`config.mk`:
```
export PLATFORM = sky130hd
export DESIGN_NAME = flash_wp_guard
export DESIGN_NICKNAME = d
export VERILOG_FILES = /design/src/rtl/flash_wp_guard.sv
export SDC_FILE = /design/constraint.sdc
export NUM_CORES = 1
export LEC_CHECK = 0
export BUFFER_PORTS_ARGS = -buffer_cell sky130_fd_sc_hd__buf_2
export CORE_AREA = 2 2 72 74
export CTS_BUF_LIST = sky130_fd_sc_hd__clkbuf_16
export CTS_CLUSTER_DIAMETER = 100
export DETAILED_ROUTE_END_ITERATION = 16
export DIE_AREA = 0 0 74 76
export GPL_ROUTABILITY_DRIVEN = 0
export PLACE_DENSITY = 0.73
export SYNTH_ARGS = -nofsm -noshare
export SYNTH_HDL_FRONTEND = slang
export SYNTH_SLANG_ARGS = --single-unit
```
`constraint.sdc`:
```
create_clock -name clk -period 1.85 [get_ports clk]
set_input_delay 0.0925 -clock clk [delete_from_list [all_inputs] [get_ports clk]]
set_output_delay 0.0925 -clock clk [all_outputs]
set_load 0.02 [all_outputs]
```
`src/rtl/flash_wp_guard.sv`:
```
module flash_wp_guard #(
  parameter int BANK0_BYTES = 1 << 17,
  parameter int BANK1_BYTES = 1 << 14,
  localparam int B0_AW = $clog2(BANK0_BYTES),
  localparam int B1_AW = $clog2(BANK1_BYTES),
  localparam int OFS_W = (B0_AW > B1_AW) ? B0_AW : B1_AW
) (
  input  logic             clk,
  input  logic             rst_n,
  input  logic             req_valid,
  input  logic             req_bank,
  input  logic [OFS_W-1:0] req_offset,
  input  logic             req_erase,
  input  logic             req_ob,
  input  logic [31:0]      ob_wp0,
  input  logic [7:0]       ob_wp1,
  input  logic             reload,
  input  logic             wp_err_clr,
  output logic             grant,
  output logic             err,
  output logic             wp_err,
  output logic             prot_off
);

  logic [31:0] wp0_q;
  logic [7:0]  wp1_q;
  logic        boot_load;
  logic [4:0]  idx0;
  logic [2:0]  idx1;
  logic        bit_ok, deny, ob_wipe, latch_now;

  assign idx0      = req_offset[B0_AW-1 -: 5];
  assign idx1      = req_offset[B1_AW-1 -: 3];
  assign bit_ok    = req_bank ? wp1_q[idx1] : wp0_q[idx0];
  assign deny      = req_valid && !req_ob && !prot_off && !bit_ok;
  assign ob_wipe   = req_valid && req_ob && req_erase;
  assign latch_now = boot_load || reload;

  always_ff @(posedge clk or negedge rst_n) begin
    if (!rst_n) begin
      wp0_q     <= '1;
      wp1_q     <= '1;
      boot_load <= 1'b1;
    end else begin
      boot_load <= 1'b0;
      if (latch_now) begin
        wp0_q <= ob_wp0;
        wp1_q <= ob_wp1;
      end
    end
  end

  always_ff @(posedge clk or negedge rst_n) begin
    if (!rst_n) begin
      grant    <= 1'b0;
      err      <= 1'b0;
      wp_err   <= 1'b0;
      prot_off <= 1'b0;
    end else begin
      grant <= req_valid && !deny;
      err   <= deny;
      if (deny) wp_err <= 1'b1;
      else if (wp_err_clr) wp_err <= 1'b0;
      if (ob_wipe) prot_off <= 1'b1;
      else if (latch_now) prot_off <= 1'b0;
    end
  end

endmodule

```
# Yosys cells after proc, flatten, opt, wreduce, memory -nomap -nowiden
# Cells that the tools add are included.
[totals] ff_bits=45 word_cells=31
[op_classes] n_lt_le_gt_ge=2 mux=9 reduce_logical=13
[op_table] op="two-way mux 1 bit" count=7
[op_table] op="logical AND 1 bit" count=6
[op_table] op="less-than comparator 5 x 6 -> 1 bit (second input constant)" count=1
[op_table] op="binary-select mux 1 bit (select 5 bit)" count=1
[op_table] op="logical NOT 1 bit" count=4
[op_table] op="less-than comparator 3 x 4 -> 1 bit (second input constant)" count=1
[op_table] op="nonzero test 2 bit" count=2
[op_table] op="binary-select mux 1 bit (select 3 bit)" count=1
[op_table] op="logical OR 1 bit" count=1

# Depth between registers and ports, before layout
[depth] depth_word=7 mapped_depth=6

# Worst setup path before layout
# Ideal clock, no wire load.
[synth_timing] path_kind="reg-to-reg" startpoint="reg wp1_q[1]" endpoint="reg grant" setup_ns=0.119 arrival_time_ns=1.733 required_ns=1.731 path_slack_ns=-0.002 path_stages_with_launch=6 n_path_buf=0 synth_period_minus_slack_ns=1.852 cell_sequence="dfstp_2 > mux4_1 > mux2_4 > a2111oi_4 > o41ai_2 > and2_1"
[synth_between] elab_chain_len=7
[synth_rtl] item="start: declaration" line="26" rtl="logic [7:0] wp1_q;"
[synth_rtl] item="start signal: assignment" line="48" rtl="wp1_q <= ob_wp1;"
[synth_rtl] item="binary-select mux 1 bit (select 3 bit)" line="34" rtl="assign bit_ok = req_bank ? wp1_q[idx1] : wp0_q[idx0];"
[synth_rtl] item="two-way mux 1 bit (implied by the code)" line="34"
[synth_rtl] item="two-way mux 1 bit" line="34"
[synth_rtl] item="logical NOT 1 bit" line="35" rtl="assign deny = req_valid && !req_ob && !prot_off && !bit_ok;"
[synth_rtl] item="logical AND 1 bit" line="35"
[synth_rtl] item="logical NOT 1 bit" line="60" rtl="grant <= req_valid && !deny;"
[synth_rtl] item="logical AND 1 bit" line="60"
[synth_rtl] item="end signal: assignment" line="60"
[synth_rtl] item="end: declaration" line="19" rtl="output logic grant,"
# Every way passes these cells. The select of a mux whose other input is x is not followed.
# A chain may end at the register's enable or synchronous reset.

# Worst setup path in the final report
[layout_timing] startpoint="reg wp1_q[5]" endpoint="reg grant"
# Same word-level chain as after synthesis.

==> out/summary.txt <==
STATUS
----------------------------------------------------------------------------------------
Result of the run                                                           finished, final reports clean

PLACED DESIGN
----------------------------------------------------------------------------------------
Area post-placement                                                             2490 um2
Estimated wirelength of the detail-placed design                                2.794 mm
Buffers on Ports                                                                      57

FINISH
----------------------------------------------------------------------------------------
Final core area utilization                                                       53.64%
Fraction of final layout cells with drive strength greater than 1                 85.13%
Diodes inserted                                                                        0
Layout Nets                                                                          259
Area added between synthesis and finish                                           25.88%
Final cell area excluding filler cells                                          2635 um2

GRT
----------------------------------------------------------------------------------------
Global routing's busiest layer                                                      met2
Antenna violations before repair                                                       0
First-pass GRT wire length                                                      6.306 mm
Global routing met3 resource utilization                                          4.233%
Vias in the first global route                                                      1394
Global-route met2 utilization                                                     24.20%
Largest net degree at the start of global routing                                     42
Met1 Use GR                                                                       18.45%
Total global routing track utilization                                            14.83%
Total overflow reported by the global router                                           0

POWER AND IR DROP
----------------------------------------------------------------------------------------
Comb power frac                                                                    13.6%
Internal power contribution                                                      1806 uW
Reg power frac                                                                     49.9%
Maximum resistive drop on vdd                                                0.0003594 V
Share of power burned in the clock network                                         36.5%
Power density over the cells                                                884.7 nW/um2
Proportion of total power due to net switching                                    22.52%
Switching pwr                                                                   525.0 uW
Leakage                                                                      0.001119 uW

FLOORPLAN
----------------------------------------------------------------------------------------
Die Y-Extent                                                                       76 um
Floorplan die area                                                              5624 um2
Core area                                                                       4912 um2
Number of placed I/O pins                                                             69
Die Span X                                                                         74 um
Initial Util                                                                      42.61%
FP Rows                                                                               26

CRITICAL PATH
----------------------------------------------------------------------------------------
Largest fanout on the critical path                                                    3
Critical path buffers and inverters                                                    0
Start-to-end type of the worst setup path                                   flop to flop
Worst Path Arrival                                                               2.02 ns
Category of cells accounting for the largest share of critical-path delay   multiplexers
Worst setup EP type                                                                 flop
Worst-path cell with the longest stage delay                                sky130_fd_sc_hd__mux4_2
Slowest Stage Delay on Critical Path                                             0.45 ns
Required time at the endpoint of the critical path                               2.02 ns
Critical Path Start Type                                                            flop
CP cell instances                                                           mux4_2 > mux2_4 > a2111oi_4 > o41ai_2 > and2_1

CTS
----------------------------------------------------------------------------------------
Cts bufs inserted                                                                      5
Maximum clock path buffer count                                                        2
Clock latency on the worst-skew pair                                             0.28 ns
Buffer count from post-CTS setup fixing                                                0
Root buffer cell                                                            sky130_fd_sc_hd__clkbuf_16
Maximum level of the CTS H-tree                                                        2
Number of clock sinks                                                                 45
CTS tree                                                                             yes
Clock transition at path regs                                                    0.06 ns

YOSYS
----------------------------------------------------------------------------------------
Syn nets                                                                             195
Adder-cell share of the synthesized area                                              0%
Post-synthesis sequential area ratio                                              56.25%
Post-synthesis xor/xnor area fraction                                                 0%
Syn Std Cell Area                                                               2093 um2
Fraction of the mapped netlist area in compound gates                             4.782%
Portion of netlist area occupied by mux cells                                     34.07%
Total of flip-flops plus latches after synthesis                                      45
Synth area leader                                                           sky130_fd_sc_hd__dfstp_2
Top cells by area, synth                                                    sky130_fd_sc_hd__dfstp_2 (51%), sky130_fd_sc_hd__mux2_2 (23%), sky130_fd_sc_hd__mux4_2 (5.4%)
Post-synthesis cell count                                                            130
Number of distinct library cells after synthesis                                      25
Simple-gate share of the synthesized area                                         2.212%
Mean area per synthesized cell                                                 16.10 um2
Share of the synthesized area in the top cell type                                51.46%
Dominant combinational cell family by area after synthesis                  multiplexers
Count of yosys warnings during synthesis                                               0

JOB
----------------------------------------------------------------------------------------
Max Cap Violations                                                                     0

ROUTE
----------------------------------------------------------------------------------------
Violation count after the first detailed-route iteration                              61
Total length of routed wires                                                    3.778 mm
DR vias                                                                             1283
Antenna-violating nets left                                                            0
Average wire length per cell after detail routing                               14.26 um
Number of optimization iterations in the first detailed-route pass                     2
Remaining design rule violation count                                                  0
Via count normalized by instance count                                             4.842

TIMING
----------------------------------------------------------------------------------------
Worst Clk Skew                                                               0.001744 ns
Post-route clock period utilization                                               99.70%
Final count of negative-setup-slack endpoints                                          0
Maximum achievable frequency                                                  0.5421 GHz
Max-slew violation count                                                               0
Final hold violations                                                                  0
Final critical path time including I/O delays and setup                         1.845 ns
Setup repair after global routing missed its margin                                 true

MIN PATH
----------------------------------------------------------------------------------------
Class of the tightest hold or removal check                                 primary input to flop

==> registers in the layout (all words and copies together) (netlist names) <==
signal and count:
prot_off 1, wp_err 1, err 1, wp1_q 8
wp0_q 32, boot_load 1, grant 1
==> timing repair <==
action / CTS / global route
gates resized for setup: 2 / 0
hold buffers: 1 / 0
pin swaps: 0 / 0
cloned: 0 / 0
setup endpoints to repair: 1 / 2
hold endpoints to repair: 4 / 0
==> cell usage after synthesis <==
| cell type | number |
|---|---|
| sky130_fd_sc_hd__dfstp_2 | 41 |
| sky130_fd_sc_hd__dfrtp_1 | 4 |
| sky130_fd_sc_hd__nand2_1 | 2 |
| sky130_fd_sc_hd__mux4_2 | 5 |
| sky130_fd_sc_hd__o2bb2ai_1 | 1 |
| sky130_fd_sc_hd__mux2i_1 | 6 |
| sky130_fd_sc_hd__nand3_1 | 1 |
| sky130_fd_sc_hd__a2111oi_4 | 1 |
| sky130_fd_sc_hd__a32o_1 | 1 |
| sky130_fd_sc_hd__a311oi_1 | 1 |
| sky130_fd_sc_hd__nor2_1 | 2 |
| sky130_fd_sc_hd__a22oi_1 | 1 |
| sky130_fd_sc_hd__o41ai_2 | 1 |
| sky130_fd_sc_hd__mux4_1 | 2 |
| sky130_fd_sc_hd__inv_1 | 3 |
| sky130_fd_sc_hd__o221a_2 | 1 |
| sky130_fd_sc_hd__nor2b_1 | 2 |
| sky130_fd_sc_hd__clkbuf_1 | 5 |
| sky130_fd_sc_hd__mux2_4 | 1 |
| sky130_fd_sc_hd__conb_1 | 1 |
| sky130_fd_sc_hd__buf_6 | 2 |
| sky130_fd_sc_hd__and2_1 | 1 |
| sky130_fd_sc_hd__nor3b_1 | 1 |
| sky130_fd_sc_hd__mux2_2 | 42 |
| sky130_fd_sc_hd__o21ai_0 | 2 |
==> power groups by stage <==
| stage | combinational, uW | sequential [uW] | clock, uW |
|---|---|---|---|
| finish | 318 | 1160 | 850 |
| global route | 352 | 1180 | 919 |
| CTS | 324 | 1160 | 871 |
| floorplan | 192 | 1170 | 0 |
| global placement | 318 | 1170 | 0 |
| detailed placement | 320 | 1180 | 0 |
==> cell usage in the layout (no fill, tap or decap), types with 2 or more instances in the layout <==
master and count:
sky130_fd_sc_hd__dfstp_2 41, sky130_fd_sc_hd__o21ai_0 2, sky130_fd_sc_hd__clkbuf_16 5, sky130_fd_sc_hd__clkinv_2 2, sky130_fd_sc_hd__mux2_2 42, sky130_fd_sc_hd__mux4_2 7, sky130_fd_sc_hd__dfrtp_1 4, sky130_fd_sc_hd__buf_2 57
sky130_fd_sc_hd__nor2b_1 2, sky130_fd_sc_hd__nand2_1 2, sky130_fd_sc_hd__mux2i_1 6, sky130_fd_sc_hd__buf_4 5, sky130_fd_sc_hd__inv_1 3
==> layer usage <==
layer	wire length, um	vias up
met3	209	6
met2	1808	38
met4	64	0
met5	0	-
met1	1695	634
li1	-	605
==> metrics by stage <==
stage	cells	setup WS, ns	power, uW	setup TNS, ns	hold WS, ns
2_1_floorplan	130	0.05239	1362	0	-0.2031
3_3_place_gp	256	-0.005391	1490	-0.005391	0.04450
3_5_place_dp	256	-0.006726	1498	-0.006726	0.04809
4_1_cts	265	-0.007376	2359	-0.007376	0.03464
5_1_grt	265	-0.08076	2446	-0.1277	0.03798
6_report	265	0.005482	2331	0	0.02710
==> worst paths after layout <==
path	startpoint	end	slack [ns]	cells after the start
max	wp1_q[5]	grant	0.005	5
min	wp_err_clr	wp_err	0.03	2
max reg2reg	wp1_q[5]	grant	0.005	5
min reg2reg	wp_err	wp_err	0.56	2
max in group asynchronous	rst_n	wp0_q[25]	0.97	3
min in group asynchronous	rst_n	err	0.27	2
==> kinds of logic after synthesis <==
family          after synthesis
buf+inv                      10
mux                          56
simple gates                  9
other cells                   1
flops                        45
compound gates                9
==> cell type report <==
type / instances / area (um2)
Timing Repair Buffer: 64 / 352.8
Multi-Input combinational cell: 75 / 863.3
Sequential cell: 45 / 1177
Fill cell: 425 / 2277
Clock inverter: 3 / 17.52
Tap cell: 70 / 87.58
Clock buffer: 5 / 125.1
Inverter: 3 / 11.26
(Power assumes the default switching activity.)
